==> config.mk <==
export PLATFORM = sky130hd
export DESIGN_NAME = pwm_trip_ctrl
export DESIGN_NICKNAME = d
export VERILOG_FILES = /design/src/rtl/pwm_trip_pkg.sv /design/src/rtl/pwm_trip_sync.sv /design/src/rtl/pwm_trip_fsm.sv /design/src/rtl/pwm_trip_datapath.sv /design/src/rtl/pwm_trip_ctrl.sv
export SDC_FILE = /design/constraint.sdc
export NUM_CORES = 1
export LEC_CHECK = 0
export ABC_AREA = 1
export ABC_CLOCK_PERIOD_IN_PS = 1300
export BUFFER_PORTS_ARGS = -buffer_cell sky130_fd_sc_hd__buf_2
export CAP_MARGIN = 20
export CORE_MARGIN = 10
export CORE_UTILIZATION = 27
export CTS_BUF_LIST = sky130_fd_sc_hd__clkbuf_8
export CTS_CLUSTER_DIAMETER = 60
export CTS_CLUSTER_SIZE = 40
export DETAILED_ROUTE_END_ITERATION = 6
export PLACE_DENSITY_LB_ADDON = 0.12
export SYNTH_ARGS = -nofsm -noshare
export SYNTH_HDL_FRONTEND = slang
export SYNTH_HIERARCHICAL = 1
export SYNTH_SLANG_ARGS = --single-unit
==> constraint.sdc <==
create_clock -name clk -period 1.3 [get_ports clk]
set_clock_uncertainty 0.15 [all_clocks]
set_input_delay 0.13 -clock clk [delete_from_list [all_inputs] [get_ports clk]]
set_output_delay 0.13 -clock clk [all_outputs]
set_load 0.005 [all_outputs]
==> src/rtl/pwm_trip_pkg.sv <==
package pwm_trip_pkg;

  localparam int SRC_TRIP   = 0;
  localparam int SRC_ANA    = 1;
  localparam int NUM_HW_SRC = 2;

  typedef enum logic [1:0] {
    ST_RUN  = 2'd0,
    ST_SHUT = 2'd1,
    ST_ARM  = 2'd2
  } tripState_e;

  // Strobes from control to datapath
  typedef struct packed {
    logic setFault;
    logic clrFault;
    logic raiseIrq;
    logic gateOff;
    logic holdTimer;
  } tripStrobe_t;

endpackage

==> src/rtl/pwm_trip_sync.sv <==
module pwm_trip_sync #(
  parameter int WIDTH  = 2,
  parameter int STAGES = 2
) (
  input  logic             clk,
  input  logic             rstN,
  input  logic [WIDTH-1:0] asyncIn,
  output logic [WIDTH-1:0] syncOut
);

  logic [WIDTH-1:0] chain [STAGES];

  always_ff @(posedge clk or negedge rstN) begin
    if (!rstN) chain[0] <= '0;
    else       chain[0] <= asyncIn;
  end

  for (genvar s = 1; s < STAGES; s++) begin : g_stage
    always_ff @(posedge clk or negedge rstN) begin
      if (!rstN) chain[s] <= '0;
      else       chain[s] <= chain[s-1];
    end
  end

  assign syncOut = chain[STAGES-1];

endmodule

==> src/rtl/pwm_trip_fsm.sv <==
module pwm_trip_fsm
  import pwm_trip_pkg::*;
(
  input  logic                  clk,
  input  logic                  rstN,
  input  logic [NUM_HW_SRC-1:0] srcSync,
  input  logic                  swShutWr,
  input  logic                  swClearWr,
  input  logic                  periodStart,
  output tripStrobe_t           strobe
);

  tripState_e state, stateNext;
  logic srcAny;

  assign srcAny = (|srcSync) | swShutWr;

  always_comb begin
    stateNext       = state;
    strobe.setFault = 1'b0;
    strobe.clrFault = 1'b0;
    strobe.raiseIrq = 1'b0;
    unique case (state)
      ST_RUN: begin
        if (srcAny) begin
          stateNext       = ST_SHUT;
          strobe.setFault = 1'b1;
          strobe.raiseIrq = 1'b1;
        end
      end
      ST_SHUT: begin
        if (swClearWr && !srcAny) begin
          stateNext       = ST_ARM;
          strobe.clrFault = 1'b1;
        end
      end
      ST_ARM: begin
        if (srcAny) begin
          stateNext       = ST_SHUT;
          strobe.setFault = 1'b1;
          strobe.raiseIrq = 1'b1;
        end else if (periodStart) begin
          stateNext = ST_RUN;
        end
      end
      default: stateNext = ST_SHUT;
    endcase
  end

  always_ff @(posedge clk or negedge rstN) begin
    if (!rstN) state <= ST_ARM;
    else       state <= stateNext;
  end

  assign strobe.gateOff   = (state != ST_RUN);
  assign strobe.holdTimer = (state == ST_SHUT);

endmodule

==> src/rtl/pwm_trip_datapath.sv <==
module pwm_trip_datapath
  import pwm_trip_pkg::*;
#(
  parameter int                 NUM_OUT   = 6,
  parameter logic [NUM_OUT-1:0] OFF_VALUE = '0
) (
  input  logic               clk,
  input  logic               rstN,
  input  logic               tripPinN,
  input  logic               anaFault,
  input  logic [NUM_OUT-1:0] pwmIn,
  input  tripStrobe_t        strobe,
  output logic [NUM_OUT-1:0] pwmOut,
  output logic               timerRst,
  output logic               faultLatched,
  output logic               shutIrq
);

  logic hwOff;

  // Clockless hardware kill path
  assign hwOff = !tripPinN || anaFault;

  for (genvar i = 0; i < NUM_OUT; i++) begin : g_gate
    assign pwmOut[i] = (hwOff || strobe.gateOff) ? OFF_VALUE[i] : pwmIn[i];
  end

  assign timerRst = hwOff || strobe.holdTimer;

  always_ff @(posedge clk or negedge rstN) begin
    if (!rstN) begin
      faultLatched <= 1'b0;
      shutIrq      <= 1'b0;
    end else begin
      shutIrq <= strobe.raiseIrq;
      if (strobe.setFault)      faultLatched <= 1'b1;
      else if (strobe.clrFault) faultLatched <= 1'b0;
    end
  end

endmodule

==> src/rtl/pwm_trip_ctrl.sv <==
module pwm_trip_ctrl
  import pwm_trip_pkg::*;
#(
  parameter int NUM_OUT     = 6,
  parameter int SYNC_STAGES = 2
) (
  input  logic               clk,
  input  logic               rstN,
  input  logic               tripPinN,
  input  logic               anaFault,
  input  logic               swShutWr,
  input  logic               swClearWr,
  input  logic               periodStart,
  input  logic [NUM_OUT-1:0] pwmIn,
  output logic [NUM_OUT-1:0] pwmOut,
  output logic               timerRst,
  output logic               tripPinLevel,
  output logic               faultLatched,
  output logic               shutIrq
);

  logic [NUM_HW_SRC-1:0] srcRaw, srcSync;
  tripStrobe_t           strobe;

  assign srcRaw[SRC_TRIP] = !tripPinN;
  assign srcRaw[SRC_ANA]  = anaFault;

  pwm_trip_sync #(.WIDTH(NUM_HW_SRC), .STAGES(SYNC_STAGES)) sync_i (
    .clk(clk), .rstN(rstN), .asyncIn(srcRaw), .syncOut(srcSync)
  );

  assign tripPinLevel = !srcSync[SRC_TRIP];

  pwm_trip_fsm fsm_i (
    .clk(clk), .rstN(rstN), .srcSync(srcSync), .swShutWr(swShutWr),
    .swClearWr(swClearWr), .periodStart(periodStart), .strobe(strobe)
  );

  pwm_trip_datapath #(.NUM_OUT(NUM_OUT)) dp_i (
    .clk(clk), .rstN(rstN), .tripPinN(tripPinN), .anaFault(anaFault),
    .pwmIn(pwmIn), .strobe(strobe), .pwmOut(pwmOut), .timerRst(timerRst),
    .faultLatched(faultLatched), .shutIrq(shutIrq)
  );

endmodule

# After elaboration in Yosys (flattened, before gate mapping)
# Index checks and enable logic that the tools add are counted.
# word_totals
word_cells	41
output_inout_bits	10
in_bits	13
register_bits	8
# classes
eq_ne	5
muxes	17
reduce_logical	13
bitwise_logic	1
# op_table
operator	count
$mux W1	12
$mux W2	4
$pmux W2 S3	1
$reduce_bool A2 Y1	2
$reduce_or A2 Y1	2
$logic_not A1 Y1	3
$logic_or A1 B1 Y1	3
$ne A3 B2 Y1 const B	1
$reduce_and A3 Y1	1
$eq A2 B1 Y1 const B	1
$eq A2 B2 Y1 const B	1
$logic_not A2 Y1	1
$ne A2 B1 Y1 const B	1
$ne A2 B2 Y1 const B	1
$logic_and A1 B1 Y1	1
$or A1 B1 Y1	1

# Depth between registers and ports, before layout
# Gate-level depths: netlist of the first run.
# depth
ltp_word	8
ltp_mapped	7
depth_no_buf	7

# By module
# The synthesis of the first run kept the hierarchy.
# by_module_without_submodules
mod	area_per_inst_um2	instances	cells_each	seq_area_each_um2
pwm_trip_fsm	182.7	1	27	51.3
pwm_trip_datapath	131.4	1	20	50.0
pwm_trip_sync	115.1	1	6	100.1
pwm_trip_ctrl	7.5	1	2	0.0

# Least setup slack after synthesis of the first run
# OpenSTA, ideal clock, no wires.
# synth_timing
path_type	flip-flop to output port
start	register fsm_i.state[1]
end	output timerRst
path_buffers	1
slack_ns	0.072
t_required_ns	1.020
t_arrival_ns	0.948
stages_incl_launch_ff	6
cell_sequence	dfstp_2 -> inv_2 -> nand2_2 -> inv_1 -> buf_4 -> nand3b_1
# synth_lines
item	line_no	rtl
start, declared	pwm_trip_fsm.sv:13	tripState_e state, stateNext;
start signal, assigned	pwm_trip_fsm.sv:52	else state <= stateNext;
end, declared	pwm_trip_ctrl.sv:16	output logic timerRst,

==> flow_summary.yaml, run 1 <==
pwr:
  powerDensity_mw_per_mm2: 1451
  irDropWorstVdd_uv: 892.9
  power_mw: 0.9969
  p_leak_nw: 0.3927
status:
  status: "finished with violations"
  violations: "negative setup slack"
setup_path:
  cp_max_fo: 2
  worst_path_largest_cell_delay_ps: 550
  critPathLaunchType: "flip-flop"
  reg2reg_slack_ps: 60
  slowest_stage: "dfstp_2"
  crit_type: "flip-flop to primary output"
  cp_data_required_time_ps: 1020
  crit_family: "flip-flops"
  arrival_ps: 1200
  end_kind: "primary output"
  crit_chain: "inv_4, nand2_4, inv_2, nand3b_1, buf_2"
  path_buf_inv: 3
yosys:
  synth-simple-area-share: 0.3037
  synth-seq-cells: 8
  synth_compound_area_frac: 0.02865
  synthCells: 55
  syn_avg_cell_area_um2: 7.939
  synth_xor_area_frac: 0
  synth_warnings: 6
  yosysSeqAreaShare: 0.4613
  ys_types: 18
  synth_top_family_by_area: "simple AND/OR/NAND/NOR gates"
  synthAdderAreaFrac: 0
  synth.area.mux_share: 0
  syn-cell-area_um2: 436.7
  syn-num-nets: 68
floorplan:
  num_rows: 14
  fp.dieW_um: 60.22
  die_area_mm2: 0.003626
  start_util: 0.2865
  io_pins: 23
  die_height_um: 60.22
  core-area_mm2: 0.001524
clock_network:
  cts-root-buf: "clkbuf_8"
  cts.clk_slew.worst_paths_ps: 40
  clockBufferDepth: 2
  insertion_delay_ps: 220
  htree_levels: 1
  cts_buffers: 3
  clkSinkCount: 8
  cts_tree: "yes"
cells_and_area:
  fin_util: 0.4507
  layout_common_cells: "22 x buf_2, 12 x inv_1, 6 x dfrtp_1, 6 x nand2_1, 5 x nor2_2"
  antenna_cells: 0
  multi_input_area_um2: 182.7
  nFillCells: 154
  syn_to_final_growth_pct: 57.31
  layoutNonFillerInstCount: 100
  seqCellArea_um2: 202.7
  drive_gt1_frac: 0.5952
  final_common_cell: "buf_2"
  nNetsFinal: 98
timing:
  setup_viol: 7
  rsz0062_at_grt: "true"
  layout_setup_ws_ps: -178.4
  tightest_slew_ps: 194.4
  hold_viol_final: 0
  fin_setup_tns_ps: -1158
  final.min_clock_period_ps: 1478
  hold_slack_ps: 93.82
  timing.final.crit_share: 1.137
  max_freq_ghz: 0.6764
  relSlewSlack: 0.8704
  slew_viol_final: 0
placed_design:
  dp_hpwl_um: 827
  dp.cells: 90
  gp_congestion: 0.6487
  io_buffers: 22
global_route:
  grt_max_degree: 9
  grt_pass1_wl_um: 1973
  antenna_found_initial: 0
  grtUsageTotal: 0.07237
  gr-total-overflow: 0
  grt_pass1_vias: 488
routing:
  drc: 0
  drtIter0Drc: 2
  ant_nets: 0
  wl_per_cell_um: 11.36
  routed_wl_um: 1136
  drt_first_pass_iters: 2
  vias: 411
  viasPerCell: 4.110
job:
  max_cap_violations: 0
hold_path:
  worstHoldPathType: "primary input to flip-flop"
-- per-layer routing --
layer  GRT usage  up-vias  part of all wire
li1            -      216                 -
met1     0.07656      173              0.41
met2      0.1118       20              0.48
met3     0.03390        2             0.092
met4     0.04808        0             0.017
met5           0        -                 0
-- tightest hold or removal path: cells and delay by family --
kind                   cells  cell delay (ps)
AND/OR/NAND/NOR            3              200
buffers and inverters      1              100
-- synthesized netlist by cell type (all sizes together) --
master	n	area [µm²]
inv	16	60.05
dfrtp	7	175.2
nor2	8	40.04
buf	4	30.03
nand2	10	42.54
o21bai	1	7.510
dfstp	1	26.28
nand4	1	6.260
nand3	3	25.02
a21oi	1	5.000
or2	1	6.260
nand3b	1	7.510
nor3	1	5.000
-- what timing repair did --
action / 4_1_cts / 5_1_grt
hold buffers: 3 / 0
setup endpoints to repair: 7 / 10
resized for setup: 3 / 14
setup buffers: 5 / 0
hold endpoints to repair: 10 / 0
pin swaps: 2 / 2
-- flip-flops by register name, summed over array words and instances (netlist names) --
name	flops
dp_i/faultLatched	1
dp_i/shutIrq	1
fsm_i/state	2
sync_i/chain	2
sync_i/syncOut	2
-- report_power, final --
part	switching (mW)	total (mW)	internal (mW)
registers	0.0363	0.333	0.297
logic	0.175	0.361	0.186
clock network	0.0983	0.303	0.205
total	0.310	0.997	0.687
-- worst paths after layout --
kind	start	cells past startpoint	end
setup reg to reg	fsm_i/state[1]	7	fsm_i/state[0]
max in group asynchronous	rstN	2	fsm_i/state[1]
min in group asynchronous	rstN	2	dp_i/shutIrq
hold / removal	swClearWr	4	fsm_i/state[0]
setup / recovery	fsm_i/state[1]	5	timerRst
hold reg to reg	sync_i/chain[2]	0	sync_i/syncOut[0]
-- layout make-up --
type | instances | share of cell area
repair buffers | 29 | 0.2532
clock inverters | 1 | 0.005464
well taps | 16 | 0.02914
inverters | 16 | 0.09107
flip-flops and latches | 8 | 0.2951
clock buffers | 3 | 0.06011
multi-input cells | 27 | 0.2659
-- per-stage QoR --
step | instance area [µm²] | worst slack, ps
floorplan | 436.7 | 72.41
global placement | 544.3 | 50.18
detailed placement | 544.3 | 47.93
CTS | 664.4 | -148.6
global route | 686.9 | -226.4
finish | 686.9 | -178.4
-- cell families (layout without fill, tap and decap cells) --
group / after synthesis / count (layout)
AOI/OAI and AO/OA: 2 / 2
buffers and inverters: 20 / 49
DFF: 8 / 8
and+or+nand+nor: 25 / 25
Power figures use the tool's default switching activity.
==> run 2, diff against run 1 <==
CORE_AREA = 10 10 47 49   (was default)
CORE_MARGIN = default   (was 10)
CORE_UTILIZATION = default   (was 27)
DIE_AREA = 0 0 57 59   (was default)
==> run 2 against run 1 <==
Effect of this change:
- the run still ends with negative setup slack left
- sequential share of layout area increased by 0.31 points
- total power decreased by 0.72%
- critical endpoint unchanged
- routed wire length decreased by 7.1%
- first-iteration DRC count grew 100%
- cell area decreased by 1.6%
- largest power group unchanged
- utilization grew 3.1 points
- worst hold slack got worse by 12 ps
- critical path depth is the same
- worst setup slack improved by 23 ps
==> flow_summary.yaml, run 2 (synthesis results as in run 1) <==
status:
  status: "finished with violations"
  violations: "negative setup slack"
clock_network:
  htree_levels: 1
  cts-root-buf: "clkbuf_8"
  cts_tree: "yes"
  clockBufferDepth: 2
  clkSinkCount: 8
  cts.clk_slew.worst_paths_ps: 40
  cts_buffers: 3
  insertion_delay_ps: 220
cells_and_area:
  fin_area_um2: 675.6
  layout_common_cells: "22 x buf_2, 14 x inv_1, 7 x dfrtp_1"
  nFillCells: 163
  final_common_cell: "buf_2"
  nNetsFinal: 99
  layoutNonFillerInstCount: 101
  syn_to_final_growth_pct: 54.73
  antenna_cells: 0
  drive_gt1_frac: 0.5176
floorplan:
  fp.dieW_um: 57
  io_pins: 23
  core-area_mm2: 0.001401
  num_rows: 14
  die_height_um: 59
  start_util: 0.3116
  die_area_mm2: 0.003363
routing:
  ant_nets: 0
  wl_per_cell_um: 10.45
  viasPerCell: 3.950
  routed_wl_um: 1055
  drc: 0
  drt_first_pass_iters: 4
  drtIter0Drc: 4
  vias: 399
placed_design:
  dp_hpwl_um: 831.2
  gp_congestion: 0.7526
  placed_cell_area_um2: 544.3
  dp.cells: 90
  dp_slack_ps: 29.64
  io_buffers: 22
pwr:
  p_clk_frac: 0.298
  internal_power_mw: 0.6955
  swShare: 0.2973
  powerDensity_mw_per_mm2: 1465
  p_leak_nw: 0.4004
  p_sw_mw: 0.2942
  irDropWorstVdd_uv: 517.3
  power_frac_seq: 0.323
  p_comb_frac: 0.379
global_route:
  antenna_found_initial: 0
  grt_max_degree: 9
  grt_pass1_wl_um: 1704
  gr-total-overflow: 0
  grtUsageTotal: 0.06539
  grt_pass1_vias: 418
timing:
  final.min_clock_period_ps: 1456
  setup_viol: 7
  layout_setup_ws_ps: -155.8
  hold_slack_ps: 81.86
  timing.final.crit_share: 1.120
  max_freq_ghz: 0.6869
  slew_viol_final: 0
  hold_viol_final: 0
  tightest_slew_ps: 182.3
  rsz0062_at_grt: "true"
  relSlewSlack: 0.8784
setup_path:
  critPathLaunchType: "flip-flop"
  cp_max_fo: 2
  cp_data_required_time_ps: 1020
  crit_type: "flip-flop to primary output"
  end_kind: "primary output"
  arrival_ps: 1180
  reg2reg_depth: 5
  reg2reg_slack_ps: 50
  reg2reg_to: "fsm_i/state[1]"
  worstReg2RegStart: "fsm_i/state[1]"
hold_path:
  min_from: "swClearWr"
  whs_endpoint: "fsm_i/state[0]"
  worstHoldPathType: "primary input to flip-flop"
  holdPathStages: 4
job:
  max_cap_violations: 0
run 2: how the worst max path moves through the flow:
stage	cells after the start	end	start
floorplan	5	timerRst	fsm_i/state[1]
global placement	5	timerRst	fsm_i/state[1]
detailed placement	5	timerRst	fsm_i/state[1]
CTS	6	pwmOut[5]	fsm_i/state[1]
global route	6	pwmOut[3]	fsm_i/state[0]
finish	5	timerRst	fsm_i/state[1]
run 2: critical path, cell delays in order, from the launching register on:
cell      delay, ps
dfstp_2         530
inv_2            50
nand2_4          70
inv_2            40
nand3b_1        130
buf_2           130
run 2: timing repair:
action                     CTS  global route
setup endpoints to repair    7             9
gates resized for setup      1             8
gates cloned                 0             0
hold endpoints to repair    10             0
setup buffers                3             3
pin swaps                    2             3
hold buffers                 3             0
run 2: power groups by stage:
| stage | clock network [mW] | logic, mW | registers [mW] |
|---|---|---|---|
| 2_1_floorplan | 0 | 0.183 | 0.321 |
| 3_3_place_gp | 0 | 0.251 | 0.321 |
| 3_5_place_dp | 0 | 0.251 | 0.322 |
| 4_1_cts | 0.305 | 0.307 | 0.318 |
| 5_1_grt | 0.328 | 0.424 | 0.324 |
| 6_report | 0.295 | 0.375 | 0.320 |
run 2: metal layers:
| metal | wire, µm | global-route usage |
|---|---|---|
| met1 | 403 | 0.05961 |
| met2 | 519 | 0.1023 |
| met3 | 104 | 0.02790 |
| met4 | 27 | 0.07383 |
| met5 | 0 | 0 |
run 2: cell type report:
cell class | count | area (µm²) | share of cell area
sequential | 8 | 201.4 | 0.2981
timing repair buffer | 30 | 181.4 | 0.2685
multi-input combinational | 27 | 167.7 | 0.2481
inverter | 16 | 60.06 | 0.08889
clock buffer | 3 | 41.29 | 0.06111
tap | 16 | 20.02 | 0.02963
clock inverter | 1 | 3.754 | 0.005556
run 2: stage by stage:
| step | power [mW] | setup TNS, ps | utilization |
|---|---|---|---|
| after floorplan | 0.5033 | 0 | - |
| after global placement | 0.5719 | 0 | 0.3884 |
| after detailed placement | 0.5729 | 0 | 0.3884 |
| after CTS | 0.9303 | -999.5 | 0.4580 |
| after global routing | 1.076 | -1380 | 0.4821 |
| final | 0.9898 | -916.5 | 0.4821 |
==> run 3, diff against run 2 <==
BUFFER_PORTS_ARGS = -buffer_cell sky130_fd_sc_hd__clkbuf_2   (was -buffer_cell sky130_fd_sc_hd__buf_2)
==> run 3 against run 2 <==
Effect of this change:
- global-route usage shrank 0.13 points
- the flow still finishes with violations (negative setup slack)
- routed wire length shrank 2.2%
- utilization shrank 1.7 points
- register-to-register slack is essentially flat
- non-clock buffer count shrank 2
- sequential power grew 1%
- worst setup slack gained 9.4 ps
- critical path depth grew 1
- count of clock-buffer cells in the layout is the same
==> flow_summary.yaml, run 3 (synthesis results as in run 1) <==
global_route:
  grt_pass1_wl_um: 1704
  grt_max_degree: 9
  antenna_found_initial: 0
  gr-total-overflow: 0
  grtUsageTotal: 0.06411
  grt_pass1_vias: 419
routing:
  drtIter0Drc: 5
  vias: 397
  ant_nets: 0
  drc: 0
  maxUsedRoutingLayer: "met4"
  wl_met1_um: 420
  dr_wl_met3_um: 94
  drt_first_pass_iters: 4
  wl_met2_um: 490
  routed_wl_um: 1032
  wl_per_cell_um: 10.42
  viasPerCell: 4.010
cells_and_area:
  layout_common_cells: "21 x clkbuf_2, 13 x inv_1, 7 x dfrtp_1, 7 x nand2_1"
  nFillCells: 159
  final_common_cell: "clkbuf_2"
  antenna_cells: 0
  seqCellArea_um2: 201.4
  fin_util: 0.4652
  layoutNonFillerInstCount: 99
  drive_gt1_frac: 0.5181
  multi_input_area_um2: 162.7
  nNetsFinal: 97
  syn_to_final_growth_pct: 49.28
floorplan:
  fp.dieW_um: 57
  core-area_mm2: 0.001401
  io_pins: 23
  die_height_um: 59
  die_area_mm2: 0.003363
  num_rows: 14
  start_util: 0.3116
pwr:
  p_comb_frac: 0.329
  power_frac_seq: 0.351
  irDropWorstVdd_uv: 532.1
  p_sw_mw: 0.2782
  p_clk_frac: 0.320
  p_leak_nw: 0.3878
  internal_power_mw: 0.6462
  powerDensity_mw_per_mm2: 1418
  swShare: 0.3010
timing:
  timing.final.crit_share: 1.113
  layout_setup_ws_ps: -146.4
  tightest_slew_ps: 192.5
  slew_viol_final: 0
  final.min_clock_period_ps: 1446
  setup_viol: 7
  hold_viol_final: 0
  max_freq_ghz: 0.6914
  rsz0062_at_grt: "true"
  relSlewSlack: 0.8717
setup_path:
  end_kind: "primary output"
  worst_path_largest_cell_delay_ps: 540
  cp_max_fo: 6
  slowest_stage: "dfstp_2"
  crit_family: "flip-flops"
  crit_start: "fsm_i/state[1]"
  worstReg2RegStart: "fsm_i/state[1]"
  arrival_ps: 1170
  cp_data_required_time_ps: 1020
  crit_type: "flip-flop to primary output"
  critPathLaunchType: "flip-flop"
  cp_common_cell: "inv_2"
  crit_chain: "inv_2, nand2_2, inv_2, nand3_4, nor2_1, clkbuf_2"
  path_buf_inv: 3
status:
  status: "finished with violations"
  violations: "negative setup slack"
job:
  max_cap_violations: 0
clock_network:
  clockBufferDepth: 2
  cts_tree: "yes"
  clkSinkCount: 8
  insertion_delay_ps: 220
  cts_buffers: 3
  cts-root-buf: "clkbuf_8"
  cts.clk_slew.worst_paths_ps: 40
  htree_levels: 1
placed_design:
  dp.cells: 90
  dp_hpwl_um: 874.2
  gp_congestion: 0.7333
  io_buffers: 22
hold_path:
  worstHoldPathType: "primary input to flip-flop"
  min_from: "swShutWr"
run 3: changes by cell type in the layout (fill, tap and decap cells not counted), moves of 2 or more:
cell      previous run  this run
nor2_1               5         3
buf_2               22         1
nand2_1              5         7
clkbuf_2             0        21
nor2_2               2         4
run 3: power groups by stage:
stage / logic (mW) / registers (mW) / clock network (mW)
final: 0.304 / 0.324 / 0.296
after global routing: 0.341 / 0.330 / 0.319
after CTS: 0.298 / 0.323 / 0.303
after detailed placement: 0.250 / 0.326 / 0
after global placement: 0.248 / 0.322 / 0
after floorplan: 0.183 / 0.321 / 0
run 3: routing by layer:
metal	vias to the layer above	track usage
met5	-	0
met4	0	0.06040
met3	2	0.02575
met2	13	0.1039
met1	171	0.06090
li1	211	-
run 3: timing repair:
| action | 4_1_cts | 5_1_grt |
|---|---|---|
| setup endpoints to repair | 7 | 7 |
| hold buffers | 3 | 0 |
| cloned | 0 | 0 |
| setup buffers | 2 | 0 |
| gates resized for setup | 3 | 6 |
| hold endpoints to repair | 10 | 0 |
run 3: worst paths after layout:
| path | end | slack (ps) | cells past startpoint |
|---|---|---|---|
| min | dp_i/shutIrq | 90 | 3 |
| max | pwmOut[2] | -150 | 6 |
| min in group asynchronous | sync_i/syncOut[1] | 130 | 2 |
| min reg2reg | sync_i/syncOut[1] | 190 | 0 |
| max reg2reg | fsm_i/state[1] | 60 | 5 |
| max in group asynchronous | fsm_i/state[1] | 630 | 2 |
run 3: tightest hold or removal path, cell delays in order:
cell and delay (ps):
clkbuf_2 80, inv_1 110, a21oi_1 100
run 3: per-stage QoR:
stage	total power, mW	hold WS (ps)	setup WS (ps)	setup TNS [ps]	cell area [µm²]
2_1_floorplan	0.5033	-315.6	72.41	0	436.7
3_3_place_gp	0.5702	-165.7	60.67	0	544.3
3_5_place_dp	0.5763	-163.4	48.10	0	544.3
4_1_cts	0.9242	87.69	-142.2	-981.4	641.9
5_1_grt	0.9893	112.6	-201.8	-1350	651.9
6_report	0.9244	92.31	-146.4	-959.7	651.9
run 3: area by class of cell:
class / count / area share
clock inverter: 1 / 0.005758
clock buffer: 3 / 0.06334
multi-input combinational: 27 / 0.2495
inverter: 16 / 0.09213
tap: 16 / 0.03071
sequential: 8 / 0.3090
timing repair buffer: 28 / 0.2495
